<file path="config.mk">
export PLATFORM = sky130hd
export DESIGN_NAME = hazard_unit
export DESIGN_NICKNAME = d
export VERILOG_FILES = /design/src/rtl/hz_pkg.sv /design/src/rtl/hz_src_match.sv /design/src/rtl/hz_ctrl.sv /design/src/rtl/hazard_unit.sv
export SDC_FILE = /design/constraint.sdc
export NUM_CORES = 1
export LEC_CHECK = 0
export BUFFER_PORTS_ARGS = -buffer_cell sky130_fd_sc_hd__buf_2
export CAP_MARGIN = 30
export CORE_AREA = 3 3 40 42
export DETAILED_ROUTE_END_ITERATION = 8
export DIE_AREA = 0 0 43 45
export MAX_ROUTING_LAYER = met4
export PLACE_DENSITY = 0.69
export SLEW_MARGIN = 0
export SYNTH_ARGS = -nofsm -noshare
export SYNTH_HDL_FRONTEND = slang
export SYNTH_SLANG_ARGS = --single-unit
</file>
<file path="constraint.sdc">
create_clock -name vclk -period 2.05
set_input_delay 0.41 -clock vclk [all_inputs]
set_output_delay 0.41 -clock vclk [all_outputs]
set_load 0.005 [all_outputs]
</file>
<file path="src/rtl/hz_pkg.sv">
package hz_pkg;
    typedef enum logic [1:0] {
        FWD_RF  = 2'b00,
        FWD_EX  = 2'b01,
        FWD_MEM = 2'b10,
        FWD_WB  = 2'b11
    } fwd_sel_e;

    typedef struct packed {
        fwd_sel_e sel;
        logic     ex_hit;
    } match_t;

    typedef struct packed {
        logic stall;
        logic bubble;
        logic flush_dec;
        logic flush_fetch;
    } ctrl_t;
endpackage

</file>
<file path="src/rtl/hz_src_match.sv">
module hz_src_match
    import hz_pkg::*;
#(
    parameter int REG_W = 4
) (
    input  logic [REG_W-1:0] src_id,
    input  logic [REG_W-1:0] ex_dst,
    input  logic [REG_W-1:0] mem_dst,
    input  logic [REG_W-1:0] wb_dst,
    input  logic             ex_prod,
    input  logic             mem_prod,
    input  logic             wb_prod,
    output fwd_sel_e         sel,
    output logic             ex_hit
);
    localparam logic [REG_W-1:0] NONE_ID = {REG_W{1'b1}};

    match_t res_d;
    logic   src_real;
    logic   hit_ex, hit_mem, hit_wb;

    always_comb begin
        src_real = (src_id != NONE_ID);
        hit_ex   = src_real && ex_prod  && (ex_dst  == src_id);
        hit_mem  = src_real && mem_prod && (mem_dst == src_id);
        hit_wb   = src_real && wb_prod  && (wb_dst  == src_id);

        res_d.ex_hit = hit_ex;
        // youngest producer wins
        if (hit_ex)       res_d.sel = FWD_EX;
        else if (hit_mem) res_d.sel = FWD_MEM;
        else if (hit_wb)  res_d.sel = FWD_WB;
        else              res_d.sel = FWD_RF;
    end

    assign sel    = res_d.sel;
    assign ex_hit = res_d.ex_hit;
endmodule

</file>
<file path="src/rtl/hz_ctrl.sv">
module hz_ctrl
    import hz_pkg::*;
(
    input  logic ld_use_hit,
    input  logic mispredict,
    output logic stall,
    output logic bubble,
    output logic flush_dec,
    output logic flush_fetch
);
    ctrl_t ctl_d;

    always_comb begin
        ctl_d = '0;
        if (mispredict) begin
            // squash wins over the load-use hold
            ctl_d.flush_dec   = 1'b1;
            ctl_d.flush_fetch = 1'b1;
        end else if (ld_use_hit) begin
            ctl_d.stall  = 1'b1;
            ctl_d.bubble = 1'b1;
        end
    end

    assign stall       = ctl_d.stall;
    assign bubble      = ctl_d.bubble;
    assign flush_dec   = ctl_d.flush_dec;
    assign flush_fetch = ctl_d.flush_fetch;
endmodule

</file>
<file path="src/rtl/hazard_unit.sv">
module hazard_unit
    import hz_pkg::*;
#(
    parameter int REG_W = 4,
    parameter int N_SRC = 2
) (
    input  logic [N_SRC*REG_W-1:0] dec_src_ids,
    input  logic [REG_W-1:0]       ex_dst,
    input  logic                   ex_valid,
    input  logic                   ex_wen,
    input  logic                   ex_load,
    input  logic [REG_W-1:0]       mem_dst,
    input  logic                   mem_valid,
    input  logic                   mem_wen,
    input  logic [REG_W-1:0]       wb_dst,
    input  logic                   wb_valid,
    input  logic                   wb_wen,
    input  logic                   ex_mispredict,
    output logic [2*N_SRC-1:0]     fwd_sel,
    output logic                   stall_fd,
    output logic                   bubble_ex,
    output logic                   flush_dec,
    output logic                   flush_fetch
);
    logic             ex_prod, mem_prod, wb_prod;
    logic [N_SRC-1:0] ex_hits;
    logic             ld_use_d;

    always_comb begin
        ex_prod  = ex_valid  & ex_wen;
        mem_prod = mem_valid & mem_wen;
        wb_prod  = wb_valid  & wb_wen;
        ld_use_d = ex_load & (|ex_hits);
    end

    for (genvar i = 0; i < N_SRC; i++) begin : g_src
        fwd_sel_e sel_i;
        hz_src_match #(.REG_W(REG_W)) u_match (
            .src_id   (dec_src_ids[REG_W*i +: REG_W]),
            .ex_dst   (ex_dst),
            .mem_dst  (mem_dst),
            .wb_dst   (wb_dst),
            .ex_prod  (ex_prod),
            .mem_prod (mem_prod),
            .wb_prod  (wb_prod),
            .sel      (sel_i),
            .ex_hit   (ex_hits[i])
        );
        assign fwd_sel[2*i +: 2] = sel_i;
    end

    hz_ctrl u_ctrl (
        .ld_use_hit  (ld_use_d),
        .mispredict  (ex_mispredict),
        .stall       (stall_fd),
        .bubble      (bubble_ex),
        .flush_dec   (flush_dec),
        .flush_fetch (flush_fetch)
    );
endmodule

</file>
==> summary.txt <==
Power
  • Sequential share of power: 0
  • PwrDens: about 170 nW/um^2
  • Switch Pwr: 0.0508 mW
  • Worst IR Drop VDD: about 0.000062 V
  • Combinational share of power: 1.000
  • Sw frac: 0.529
  • Pleak: 0.301 nW
  • Clock share of power: 0
  • Tot Pwr: ~0.096 mW
  • Internal power: about 0.045 mW

Setup path
  • Critical path depth: 6
  • Setup CP Type: in -> out
  • Worst Path Max Fanout: 5
  • CP cell instances: buf_2 > xor2_1 > nor4_1 > o21ai_0 > o21ai_0 > buf_2
  • Worst setup path start: dec_src_ids[2]
  • CP Data Arrival Time: 1.47 ns
  • CP top delay family: compound AO/OA/AOI/OAI gates
  • CP peak stage delay: around 0.28 ns
  • Critical Path RT: about 1.6 ns
  • CP Capture Point: fwd_sel[0]
  • CP max stage cell: nor4_1
  • Nature of the critical path startpoint: primary input
  • CP bufs+invs: 2
  • Crit path capture type: output pin

Final layout
  • Diode count: 0
  • Layout Nets: around 120
  • Storage element area: 0 um^2
  • Leading cell type in the layout, fill and taps excluded: buf_2
  • Area growth, synth to finish: 33.5%
  • Share of cells above drive strength 1: 0.394
  • Seq cells: 0
  • Area of the multi-input gates: roughly 370 um^2
  • Fill cell count: between 100 and 150
  • Commonest cells after routing, fill and taps aside: buf_2, xor2_1, nand2_1
  • Finished Core Util: 0.446
  • Clk_buf instances: 0

Placement
  • Gpl congestion: 0.735
  • Place WS: around 0.18 ns
  • Port bufs: 36
  • Final HPWL DP: ~1.1 mm

Worst hold path
  • Hold WC Path Type: in -> out

Yosys
  • Number of distinct library cells after synthesis: 17
  • Yosys warns: 0
  • Syn_nets: 93
  • Register area share after synthesis: 0
  • Mapped cell area: between 400 and 500 um^2
  • Avg Cell Area, Syn: ~6.6 um^2
  • Synthesized instance count: 65

Timing
  • Final count of negative-setup-slack endpoints: 0
  • Fin crit period: 1.88 ns
  • Final WS setup: approximately 0.17 ns
  • Final setup TNS: 0 ns
  • Unrepaired setup endpoints after global routing: no
  • Tcrit/Tclk final: 0.915
  • WHS: roughly 1.0 ns
  • Fmax: between 500 and 600 MHz
  • Slew of the pin with the lowest slew margin: 0.320 ns
  • Final hold viol count: 0
  • Worst slew margin: 0.785
  • Final Max Tran Viols: 0

Clock network
  • Hold-fix buffers, CTS: 0
  • CTS resizes: 0
  • Post-CTS Setup Bufs: 0

Outcome
  • Outcome: complete, no violations

Route
  • WL per Instance: approximately 11 um
  • Antenna viol nets, final: 0
  • Detailed Routing Iterations Pass 1: 4
  • Remaining DRCs: 0
  • Drt total wl: approximately 1.2 mm
  • Vias per cell: ~4.9
  • Vias: 531
  • DRT iter0 DRCs: 10

GRT
  • Number of global-route vias before repair: between 400 and 500
  • Gr usage total: 0.121
  • Largest net degree at the start of global routing: 7
  • First-pass GRT wire length: between 1.5 and 2 mm
  • Global route overflow: 0
  • Initial antenna violation count: 0

Die
  • Initial Util: 0.334
  • Ports: 36
  • Die width: 43 um
  • Rows: 13
  • DIE AREA: slightly below 2000 um^2
  • Die height: ~45 um
  • Core outline area: between 1000 and 1500 um^2

Job
  • Max Cap Violations: 0
==> layout make-up <==
type,count,area share
Tap cell,15,0.0328
Multi-Input combinational cell,58,0.653
Timing Repair Buffer,36,0.314
==> logic make-up after synthesis <==
logic type	synth area share
AND/OR/NAND/NOR	0.271
XOR/XNOR	0.367
AO/OA/AOI/OAI	0.233
buffers and inverters	0.128
==> Yosys cell counts <==
library cell,n,area [um^2]
a21boi_1,2,15.0
a21oi_1,1,5.00
a31oi_1,4,25.0
and3_1,2,12.5
buf_2,2,10.0
buf_4,3,22.5
buf_6,2,22.5
nand2_1,7,26.3
nand2b_1,1,6.26
nand3_1,1,5.00
nor2_1,6,22.5
nor4_1,5,31.3
nor4_2,1,12.5
o21a_1,2,15.0
o21ai_0,5,25.0
o21ai_1,3,15.0
xor2_1,18,158
==> power groups by stage <==
stage	Sequential (mW)	Clock, mW	Combinational (mW)
5_1_grt	0	0	0.107
3_3_place_gp	0	0	0.0946
4_1_cts	0	0	0.0964
2_1_floorplan	0	0	0.0547
3_5_place_dp	0	0	0.0960
6_report	0	0	0.0960
==> layer usage <==
| metal | GRT usage | share of wire |
|---|---|---|
| met5 | - | 0 |
| met4 | 0 | 0 |
| met3 | 0.00797 | 0.059 |
| met2 | 0.219 | 0.50 |
| met1 | 0.160 | 0.44 |
==> through the flow <==
stage          std cells  cell area (um^2)
4_1_cts              109               573
3_3_place_gp         109               573
5_1_grt              109               573
6_report             109               573
2_1_floorplan         65               429
3_5_place_dp         109               573
==> how the worst min path moves through the flow <==
| stage | from | endpoint | slack (ns) | cells after the start |
|---|---|---|---|---|
| after floorplan | ex_mispredict | flush_dec | 0.90 | 1 |
| after global placement | ex_mispredict | flush_dec | 1.01 | 2 |
| after detailed placement | ex_mispredict | flush_fetch | 1.01 | 2 |
| after CTS | ex_mispredict | flush_fetch | 1.01 | 2 |
| after global routing | ex_mispredict | flush_fetch | 1.01 | 2 |
| final | ex_mispredict | flush_fetch | 1.01 | 2 |
Power figures use the tool's default switching activity.
